===== src/rtl/bwsel_pkg.sv =====
// Package: shared encodings for the bandwidth-aware pattern selector.
// Assumes: quartile index is a plain 2-bit number, 0 = lowest utilization.
package bwsel_pkg;
    typedef enum logic [1:0] {
        SRC_NONE = 2'd0,
        SRC_COV  = 2'd1,
        SRC_ACC  = 2'd2
    } pf_src_t;

    typedef logic [1:0] quart_t;
endpackage


===== src/rtl/bw_window_meter.sv =====
// Module: bw_window_meter
// Counts DRAM access pulses over a window of WIN_CYC cycles and, at the
// edge ending each window, latches the quartile of count versus PEAK_CNT.
// Assumes: at most one access per cycle, WIN_CYC >= 2, PEAK_CNT >= 1.
module bw_window_meter
    import bwsel_pkg::*;
#(
    parameter int WIN_CYC  = 32,
    parameter int PEAK_CNT = 16
) (
    input  logic   clk,
    input  logic   rst_n,
    input  logic   acc_pulse,
    output quart_t quart
);
    localparam int WIN_W = $clog2(WIN_CYC);
    localparam int CNT_W = $clog2(WIN_CYC + 1);
    localparam int CMP_W = CNT_W + 2 + $clog2(PEAK_CNT + 1);
    localparam logic [WIN_W-1:0] LAST_CYC = WIN_W'(WIN_CYC - 1);
    localparam logic [CMP_W-1:0] TH_Q1 = CMP_W'(PEAK_CNT);
    localparam logic [CMP_W-1:0] TH_Q2 = CMP_W'(2 * PEAK_CNT);
    localparam logic [CMP_W-1:0] TH_Q3 = CMP_W'(3 * PEAK_CNT);

    logic [WIN_W-1:0] win_pos;
    logic [CNT_W-1:0] hits;
    logic [CNT_W-1:0] hits_total;
    logic [CMP_W-1:0] scaled;
    quart_t           quart_nxt;
    logic             win_end;

    // Window end and final count including this cycle's pulse.
    always_comb begin
        win_end    = (win_pos == LAST_CYC);
        hits_total = hits + CNT_W'(acc_pulse);
        scaled     = CMP_W'(hits_total) << 2;
    end

    // Quartile decision from the scaled count.
    always_comb begin
        if (scaled >= TH_Q3)      quart_nxt = 2'd3;
        else if (scaled >= TH_Q2) quart_nxt = 2'd2;
        else if (scaled >= TH_Q1) quart_nxt = 2'd1;
        else                      quart_nxt = 2'd0;
    end

    // Window position, access count and latched quartile.
    always_ff @(posedge clk) begin
        if (!rst_n) begin
            win_pos <= '0;
            hits    <= '0;
            quart   <= 2'd0;
        end else if (win_end) begin
            win_pos <= '0;
            hits    <= '0;
            quart   <= quart_nxt;
        end else begin
            win_pos <= win_pos + 1'b1;
            hits    <= hits_total;
        end
    end
endmodule


===== src/rtl/pattern_arbiter.sv =====
// Module: pattern_arbiter
// Chooses the pattern source for a trigger from the utilization quartile,
// the entry-hit flag and both quality-counter saturation flags.
// Assumes: purely combinational; caller registers the result.
module pattern_arbiter
    import bwsel_pkg::*;
(
    input  quart_t  quart,
    input  logic    hit,
    input  logic    cov_sat,
    input  logic    acc_sat,
    output pf_src_t src
);
    // Priority: miss, then quartile-specific rule.
    always_comb begin
        if (!hit) begin
            src = SRC_NONE;
        end else begin
            case (quart)
                2'd3:    src = acc_sat ? SRC_NONE : SRC_ACC;
                2'd2:    src = cov_sat ? SRC_ACC  : SRC_COV;
                default: src = SRC_COV;
            endcase
        end
    end
endmodule


===== src/rtl/pattern_rotator.sv =====
// Module: pattern_rotator
// Clears the anchor (trigger) bit of a trigger-relative pattern and rotates
// it right by the trigger offset: out[j] = in[(j + off) mod PAT_W].
// Assumes: PAT_W is a power of two, so offset addition wraps naturally.
module pattern_rotator #(
    parameter int PAT_W = 16,
    localparam int OFF_W = $clog2(PAT_W)
) (
    input  logic [PAT_W-1:0] pat_in,
    input  logic [OFF_W-1:0] off,
    output logic [PAT_W-1:0] pat_out
);
    logic [PAT_W-1:0] masked;

    // Drop the trigger's own bit.
    always_comb begin
        masked    = pat_in;
        masked[0] = 1'b0;
    end

    // One selector per output bit.
    for (genvar j = 0; j < PAT_W; j++) begin : g_bit
        logic [OFF_W-1:0] src_idx;
        assign src_idx    = OFF_W'(j) + off;
        assign pat_out[j] = masked[src_idx];
    end
endmodule


===== src/rtl/bw_pattern_selector.sv =====
// Module: bw_pattern_selector (top)
// Measures DRAM utilization per window and, per trigger, registers the
// selected learned pattern (masked and rotated) or no prefetch.
// Assumes: trigger inputs are valid in the cycle trig_valid_i is high.
module bw_pattern_selector
    import bwsel_pkg::*;
#(
    parameter int PAT_W    = 16,
    parameter int WIN_CYC  = 32,
    parameter int PEAK_CNT = 16,
    localparam int OFF_W   = $clog2(PAT_W)
) (
    input  logic             clk,
    input  logic             rst_n,
    input  logic             dram_acc_i,
    input  logic             trig_valid_i,
    input  logic [OFF_W-1:0] trig_off_i,
    input  logic             entry_hit_i,
    input  logic [PAT_W-1:0] cov_pat_i,
    input  logic [PAT_W-1:0] acc_pat_i,
    input  logic             cov_sat_i,
    input  logic             acc_sat_i,
    output logic             pf_valid_o,
    output logic [1:0]       pf_src_o,
    output logic [PAT_W-1:0] pf_pat_o,
    output logic [1:0]       bw_quart_o
);
    quart_t           quart;
    pf_src_t          src;
    logic [PAT_W-1:0] chosen;
    logic [PAT_W-1:0] rotated;

    bw_window_meter #(
        .WIN_CYC  (WIN_CYC),
        .PEAK_CNT (PEAK_CNT)
    ) u_meter (
        .clk       (clk),
        .rst_n     (rst_n),
        .acc_pulse (dram_acc_i),
        .quart     (quart)
    );

    pattern_arbiter u_arb (
        .quart   (quart),
        .hit     (entry_hit_i),
        .cov_sat (cov_sat_i),
        .acc_sat (acc_sat_i),
        .src     (src)
    );

    // Pick the pattern named by the arbiter.
    always_comb begin
        case (src)
            SRC_COV: chosen = cov_pat_i;
            SRC_ACC: chosen = acc_pat_i;
            default: chosen = '0;
        endcase
    end

    pattern_rotator #(
        .PAT_W (PAT_W)
    ) u_rot (
        .pat_in  (chosen),
        .off     (trig_off_i),
        .pat_out (rotated)
    );

    // Register the prefetch decision for one cycle.
    always_ff @(posedge clk) begin
        if (!rst_n || !trig_valid_i) begin
            pf_valid_o <= 1'b0;
            pf_src_o   <= SRC_NONE;
            pf_pat_o   <= '0;
        end else begin
            pf_valid_o <= (src != SRC_NONE);
            pf_src_o   <= src;
            pf_pat_o   <= rotated;
        end
    end

    assign bw_quart_o = quart;
endmodule


===== config.mk =====
export PLATFORM = sky130hd
export DESIGN_NAME = bw_pattern_selector
export DESIGN_NICKNAME = d
export VERILOG_FILES = /design/src/rtl/bwsel_pkg.sv /design/src/rtl/bw_window_meter.sv /design/src/rtl/pattern_arbiter.sv /design/src/rtl/pattern_rotator.sv /design/src/rtl/bw_pattern_selector.sv
export SDC_FILE = /design/constraint.sdc
export NUM_CORES = 1
export LEC_CHECK = 0
export BUFFER_PORTS_ARGS = -buffer_cell sky130_fd_sc_hd__clkbuf_2
export CAP_MARGIN = 5
export CORE_MARGIN = 3
export CORE_UTILIZATION = 30
export DETAILED_ROUTE_END_ITERATION = 12
export PLACE_DENSITY = 0.57
export SYNTH_ARGS = -nofsm -noshare
export SYNTH_HDL_FRONTEND = slang
export SYNTH_SLANG_ARGS = --single-unit

===== constraint.sdc =====
create_clock -name clk -period 5.76 [get_ports clk]
set_clock_uncertainty 0.1 [all_clocks]
set_input_delay 0 -clock clk [delete_from_list [all_inputs] [get_ports clk]]
set_output_delay 0 -clock clk [all_outputs]
set_load 0.005 [all_outputs]

Word-level counts from Yosys, hierarchy flattened:

Cells that the tools add are included.

* flip-flop bits (word level): 32
* logic and storage cells: 93

* $add $sub $neg: 17
* magnitude comparators: 19
* equal/unequal tests: 5
* multiplexer cells: 40
* bitwise operators: 1
* reduce and logical (&&, ||, !) cells: 5

Operators with widths (count)
* 4-bit by 5-bit less-than comparator with 1-bit output (second input constant): 16
* 1-bit binary-select mux with 4-bit select: 16
* 4-bit adder (first input constant): 8
* 16-bit one-hot mux with 2 select lines: 1
* 1-bit two-way mux: 17
* 3-bit by 4-bit adder with 4-bit output (first input constant): 4
* 8-bit by 6-bit greater-or-equal comparator with 1-bit output (second input constant): 2
* 2-bit two-way mux: 5
* 2-bit by 4-bit adder with 4-bit output (first input constant): 2
* 8-bit by 5-bit greater-or-equal comparator with 1-bit output (second input constant): 1
* 6-bit by 1-bit adder with 6-bit output: 1
* 2-bit equality test (second input constant): 3
* 5-bit by 1-bit adder with 5-bit output (second input constant): 1
* 5-bit equality test (second input constant): 1
* 1-bit by 4-bit adder with 4-bit output (first input constant): 1
* 2-bit one-hot mux with 2 select lines: 1
* 2-bit by 1-bit equality test with 1-bit output (second input constant): 1
* 1-bit logical NOT: 2
* 2-bit nonzero test: 1
* 2-bit OR reduction: 1
* 1-bit logical OR: 1
* 1-bit NOT: 1

Longest topological paths before layout:

Gate-level depths: netlist of run 1.

* word-level depth: 7
* depth in mapped cells: 11
* gate-level depth less buffers: 9

By module:

Synthesis of run 1 repeated with hierarchy kept, for this count alone.

* cell total of the unflattened synthesis: 223
* area, all modules: 2511.2 µm²

By module, submodules not included
* pattern_rotator: times used 1, cells each 90, area an instance 1082.3 µm²
* bw_pattern_selector: times used 1, cells each 83, area an instance 895.9 µm²
* bw_window_meter: times used 1, cells each 46, area an instance 509.2 µm²
* pattern_arbiter: times used 1, cells each 4, area an instance 23.8 µm²

Least setup slack after synthesis of run 1:

Ideal clock, no wire load.

* kind: register to register
* from: register u_meter.quart[0]
* to: register pf_pat_o[8]
* arrival: 2233 ps
* required time: 5534 ps
* slack: 3301 ps
* cell stages (with the launch flop): 11
* buffers on the path: 2
* period minus slack after synthesis: 2459 ps
* cells stage by stage: dfxtp_1 o21ai_0 a211o_1 ha_1 buf_2 nand2b_1 buf_2 o22ai_1 mux4_2 o21ai_1 a21oi_1

* word-level cells in the longest chain between the ends: 7
* elaborated cells between the ends (all ways): 9

RTL lines
* start, declared: RTL line bw_window_meter.sv:14 `output quart_t quart`
* start signal, assigned: RTL line bw_window_meter.sv:55 `quart <= quart_nxt;`
* 2-bit equality test: RTL line pattern_arbiter.sv:19 `case (quart)`
* 2-bit one-hot mux with 2 select lines *: RTL line pattern_arbiter.sv:19
* 2-bit two-way mux *: RTL line pattern_arbiter.sv:16 `if (!hit) begin`
* 2-bit equality test or 2-bit by 1-bit equality test with 1-bit output (tied branches): RTL line bw_pattern_selector.sv:53 `case (src)`
* 16-bit one-hot mux with 2 select lines *: RTL line bw_pattern_selector.sv:53
* 1-bit binary-select mux with 4-bit select *: RTL line pattern_rotator.sv:25 `assign pat_out[j] = masked[src_idx];`
* 1-bit two-way mux (implied by the code) *: RTL line pattern_rotator.sv:25
* end signal, assigned: RTL line bw_pattern_selector.sv:77 `pf_pat_o <= rotated;`
* end, declared: RTL line bw_pattern_selector.sv:25 `output logic [PAT_W-1:0] pf_pat_o,`

Mark *: on every way between the ends. The rest lies on a longest branch, timed or not. The select of a mux whose other input is x is not followed.
A chain may end at the register's enable or synchronous reset.

Worst setup path in the final report of run 1:

Same ends and word-level chain as after synthesis.

==> impl_metrics.csv, run 1 <==
group,metric,value,unit
die,fp.dieH,91.43,microns
global_routing,grt_max_degree,20,
logic_synthesis,syn_inst,252,
timing,layout_min_cycle_time,2.835,ns
die,die-area,8359,sq um
power,swShare,26.85,%
logic_synthesis,synth_area,2190,sq um
logic_synthesis,synth_enable_flop_cells,0,
route,ant_nets,0,
setup_path,crit_slowest_cell,"mux4_2",
die,io_pins,64,
route,routedWlPerCell,13.10,microns
cells_and_area,antenna_cells,0,
logic_synthesis,ys_types,43,
worst_hold_path,hold_path.class,"in2reg",
clock_tree,clk_path_buf_depth,2,
die,start_util,31.53,%
setup_path,critPathMaxFanout,17,
logic_synthesis,ys_warn_count,0,
timing,timing.final.ws_setup,2.925,ns
timing,worst_pin_slew,0.5947,ns
setup_path,cp_num_buf_inv,0,
route,wirelength,5318,microns
cells_and_area,fill_cells,729,
place,io_buffers,61,
global_routing,grt_usage,12.52,%
setup_path,path_cells,"o21ai_0 > a211o_1 > ha_1 > a22oi_1 > o22ai_1 > mux4_2 > o21ai_1 > a21oi_1",
power,power_switching,0.0001517,W
setup_path,critical_path_class,"reg2reg",
timing,rsz0062_at_grt,"false",
clock_tree,h-tree-depth,2,
clock_tree,clock_sinks,32,
route,vias,2083,
cells_and_area,layout_commonest_cell,"clkbuf_2",
timing,max_freq,0.3527,GHz
route,first_iter_violations,145,
run,cap_violations,0,
cells_and_area,final_nets,366,
global_routing,grt_pass1_wl,8521,microns
setup_path,startpoint_type,"register",
power,power_density,211.3,nW/um^2
die,die_w,91.43,microns
route,drc,0,
clock_tree,cts_tree,"yes",
clock_tree,cts.clk_slew.worst_paths,0.07,ns
setup_path,endpoint_kind,"register",
setup_path,crit_family,"compound AO/OA/AOI/OAI gates",
global_routing,antenna_found_initial,0,
power,total_power,0.0005649,W
timing,setup_viol,0,
clock_tree,numCtsBuffers,5,
setup_path,cp.required,5.81,ns
cells_and_area,drive_gt1_share,28.71,%
global_routing,grt_pass1_vias,1851,
logic_synthesis,synth-main-ff-cell,"dfxtp_1",
logic_synthesis,ys_seq_elements,32,
die,core_area,6944,sq um
power,internal_power,0.0004132,W
status,status,"completed",
place,dp_hpwl,4337,microns
timing,period_share,49.23,%
timing,maxSlewHeadroom,60.35,%
route,routed_via_density,5.131,
power,ir_drop,0.00008642,V
clock_tree,cts_resized,0,
setup_path,cp.arrival,2.89,ns
timing,setup-tns-final,0,ns
timing,timing.final.hold_violations,0,
clock_tree,post_cts_buffers,0,
power,clkPwrFrac,36.6,%
cells_and_area,layout_common_cells,"clkbuf_2, o22ai_1, dfxtp_1, nand2_1",
clock_tree,clock_latency,0.28,ns
logic_synthesis,syn_area_per_cell,8.689,sq um
logic_synthesis,synth-seq-area-share,29.26,%
clock_tree,clock-root-buffer,"clkbuf_8",
logic_synthesis,syn-num-nets,309,
place,place_worst_setup_slack,2.948,ns
logic_synthesis,synth-async-reset-ratio,0,%
route,dr.pass1.iters,5,
power,combPwrFrac,22.1,%
setup_path,max_stage_delay,0.52,ns
timing,slew_violations,0,
die,fp-row-count,30,
power,seqPwrFrac,41.4,%
place,gp_congestion,0.8647,
cells_and_area,area_growth_syn_to_layout,22.11,%
power,leakagePower,1.133,nW
global_routing,grt_overflow,0,
==> registers in the layout, summed over array words and instances (netlist names) <==
register	cells
pf_valid_o	1
pf_pat_o	16
pf_src_o	2
u_meter.win_pos	5
u_meter.hits	6
u_meter.quart	2
==> timing repair <==
action / CTS / global route
endpoints found under the hold margin: 5 / 0
setup endpoints to repair: 0 / 0
hold buffers: 4 / 0
==> layer usage <==
layer	share of wire, %	wire length (microns)	track usage, %	up-vias
li1	-	-	-	1067
met1	46	2447	16.54	941
met2	46	2436	19.66	69
met3	7.0	371	3.645	6
met4	1.2	63	3.643	0
met5	0	0	0	-
==> stage by stage <==
step	utilization [%]	std cells	area (sq um)	hold WS, ns
floorplan	-	252	2190	0.03837
global placement	36.32	394	2522	0.2017
detailed placement	36.32	394	2522	0.2040
CTS	38.50	406	2674	0.03962
global route	38.50	406	2674	0.05614
finish	38.50	406	2674	0.04925
==> power by group through the flow <==
stage                     combinational [W]  clock, W  sequential [W]
after floorplan                   0.0000857         0        0.000239
after global placement             0.000121         0        0.000239
after detailed placement           0.000122         0        0.000239
after CTS                          0.000125  0.000213        0.000234
after global routing               0.000139  0.000226        0.000234
final                              0.000125  0.000206        0.000234
==> path summary, 6_finish.rpt <==
path                                         start            endpoint  slack (ns)  cells after the start
worst max-delay path              u_meter.quart[0]         pf_pat_o[8]        2.92                      8
worst min-delay path                 trig_off_i[3]         pf_pat_o[8]        0.05                      2
worst max register to register    u_meter.quart[0]         pf_pat_o[8]        2.92                      8
worst min register to register  u_meter.win_pos[0]  u_meter.win_pos[0]        0.35                      1
==> layout make-up <==
cell class | count | area (sq um) | share of cell area (%)
flip-flops and latches | 32 | 640.6 | 23.96
clock buffers | 5 | 68.82 | 2.574
clock inverters | 3 | 42.54 | 1.591
repair buffers | 65 | 345.3 | 12.92
inverters | 6 | 22.52 | 0.8423
well taps | 96 | 120.1 | 4.492
multi-input cells | 199 | 1434 | 53.63
==> cell usage after synthesis, types with 2 or more instances <==
cell / n / area share (%)
o22ai_1: 33 / 9.4
dfxtp_1: 32 / 29
nand2_1: 20 / 3.4
a22oi_1: 14 / 4.8
ha_1: 14 / 8.0
nor2_1: 14 / 2.4
a21oi_1: 11 / 2.5
xor2_1: 11 / 4.4
o21ai_0: 9 / 2.1
buf_2: 8 / 1.8
nand3_1: 7 / 1.6
or2_2: 7 / 2.0
and2_1: 6 / 1.7
mux2_2: 6 / 3.1
inv_1: 5 / 0.86
mux2i_1: 5 / 2.3
a221oi_1: 4 / 1.6
nand2b_1: 4 / 1.1
o221ai_1: 4 / 1.6
xnor2_1: 4 / 1.6
and3_1: 3 / 0.86
buf_6: 3 / 1.5
o22a_1: 3 / 1.2
a22o_1: 2 / 0.80
a2bb2oi_1: 2 / 0.80
buf_1: 2 / 0.34
mux4_2: 2 / 2.1
o21a_1: 2 / 0.69
==> logic make-up after synthesis <==
family	after synthesis	synth area share [%]
buf+inv	21	5.257
fa+ha+maj	14	8.000
mux	13	7.428
xor+xnor	16	6.743
flops	32	29.26
simple gates	65	14.51
compound gates	91	28.80
Power figures use the tool's default switching activity.
==> run 2: changes to the inputs <==
- clock period: 5.76 -> 2.8 ns (I/O delays scaled with it)
==> impl_metrics.csv, run 2 (synthesis gave the netlist of run 1 again) <==
group,metric,value,unit
status,status,"completed",
route,drc,0,
clock_tree,clock_sinks,32,
die,fp-row-count,30,
setup_path,r2r.worst_path.cells,9,
power,seqPwrFrac,40.7,%
cells_and_area,largest-register,"pf_pat_o",
clock_tree,clock-root-buffer,"clkbuf_8",
place,post_dp_cell_area,2603,sq um
route,ant_nets,0,
global_routing,grt_pass1_wl,9142,microns
timing,maxSlewHeadroom,69.41,%
place,dp_hpwl,4414,microns
timing,rsz0062_at_grt,"false",
cells_and_area,final_nets,375,
route,dr.pass1.iters,4,
cells_and_area,layout_commonest_cell,"clkbuf_2",
worst_hold_path,hold_path.class,"in2reg",
setup_path,cp.arrival,2.63,ns
global_routing,grt_max_degree,20,
global_routing,grt_pass1_vias,1955,
place,gp_congestion,0.8218,
die,fp.dieH,91.43,microns
setup_path,startpoint_type,"register",
route,dr_wl_met2,2568,microns
power,clkPwrFrac,36.3,%
place,io_buffers,61,
route,routed_via_density,5.014,
timing,setup_viol,0,
clock_tree,clk_path_buf_depth,2,
clock_tree,cts_tree,"yes",
cells_and_area,drive_gt1_share,33.23,%
setup_path,critPathMaxFanout,13,
route,top_layer,"met4",
power,swShare,27.22,%
die,start_util,31.53,%
route,first_iter_violations,126,
setup_path,cp.required,2.84,ns
clock_tree,numCtsBuffers,5,
setup_path,critical_path_class,"reg2reg",
route,vias,2081,
timing,slew_violations,0,
global_routing,grt_usage,13.24,%
power,power_density,424.2,nW/um^2
die,die_w,91.43,microns
die,core_area,6944,sq um
power,combPwrFrac,23.0,%
cells_and_area,reg_top3,"pf_pat_o (16), u_meter.hits (6), u_meter.win_pos (5)",
cells_and_area,layout_common_cells,"clkbuf_2, o22ai_1, dfxtp_1, nand2_1, nor2_1",
route,wl_met3,316,microns
cells_and_area,fill_cells,701,
power,ir_drop,0.0002169,V
timing,layout_min_cycle_time,2.589,ns
setup_path,endpoint_kind,"register",
power,internal_power,0.0008594,W
global_routing,grt_overflow,0,
timing,max_freq,0.3863,GHz
timing,setup-tns-final,0,ns
global_routing,antenna_found_initial,0,
route,wirelength,5554,microns
clock_tree,h-tree-depth,2,
timing,period_share,92.45,%
cells_and_area,finalInstanceArea,2784,sq um
power,power_switching,0.0003214,W
die,io_pins,64,
die,die-area,8359,sq um
cells_and_area,area_growth_syn_to_layout,27.14,%
power,total_power,0.001181,W
run,cap_violations,0,
clock_tree,post_cts_buffers,0,
timing,timing.final.hold_violations,0,
timing,worst_pin_slew,0.4566,ns
cells_and_area,antenna_cells,0,
clock_tree,clock_latency,0.28,ns
worst_hold_path,hold_depth,4,
route,routedWlPerCell,13.38,microns
route,wl_met1,2618,microns
clock_tree,cts.clk_slew.worst_paths,0.07,ns
power,leakagePower,1.179,nW
cells_and_area,largest_reg_flops,16,
## run 2: power groups by stage
stage,registers [W],clock network (W),logic [W]
after floorplan,0.000491,0,0.000176
after global placement,0.000491,0,0.000257
after detailed placement,0.000491,0,0.000262
after CTS,0.000481,0.000441,0.000268
after global routing,0.000482,0.000469,0.000304
final,0.000481,0.000428,0.000272
## run 2: final timing paths
check | start | endpoint | slack, ns
min reg2reg | u_meter.win_pos[0] | u_meter.win_pos[0] | 0.37
max | u_meter.quart[0] | pf_pat_o[10] | 0.21
max reg2reg | u_meter.quart[0] | pf_pat_o[10] | 0.21
min | cov_sat_i | pf_src_o[0] | 0.01
## run 2: cell type report
cell class	count	area [sq um]	share of cell area, %
clock inverters	3	42.54	1.528
clock buffers	5	68.82	2.472
well taps	96	120.1	4.315
flip-flops and latches	32	640.6	23.01
inverters	6	22.52	0.8090
multi-input cells	199	1464	52.58
repair buffers	74	425.4	15.28
## run 2: what timing repair did
action	CTS	global route
setup endpoints to repair	0	16
endpoints found under the hold margin	5	0
resized for setup	0	9
hold buffers	4	0
## run 2: worst max-delay path, stage by stage (launching register included)
cell and delay [ns]:
dfxtp_1 0.37, o21ai_1 0.10, a211o_1 0.33, ha_2 0.29, buf_4 0.19, a22oi_1 0.29
o22ai_1 0.15, o21ai_0 0.30, mux2_2 0.24, o22ai_1 0.08
## run 2: layer usage
| metal | global-route usage (%) | up-vias |
|---|---|---|
| met5 | 0 | - |
| met1 | 18.10 | 932 |
| met2 | 21.30 | 61 |
| li1 | - | 1082 |
| met3 | 2.983 | 6 |
| met4 | 2.638 | 0 |
## run 2: through the flow
stage	worst slack (ns)	hold WS, ns	utilization, %	cells
6_report	0.2114	0.01166	40.09	415
5_1_grt	0.05747	0.06117	40.09	415
2_1_floorplan	0.3407	0.03837	-	252
3_3_place_gp	0.1061	0.2009	37.48	403
4_1_cts	0.05564	0.03717	39.66	415
3_5_place_dp	0.06857	0.2104	37.48	403
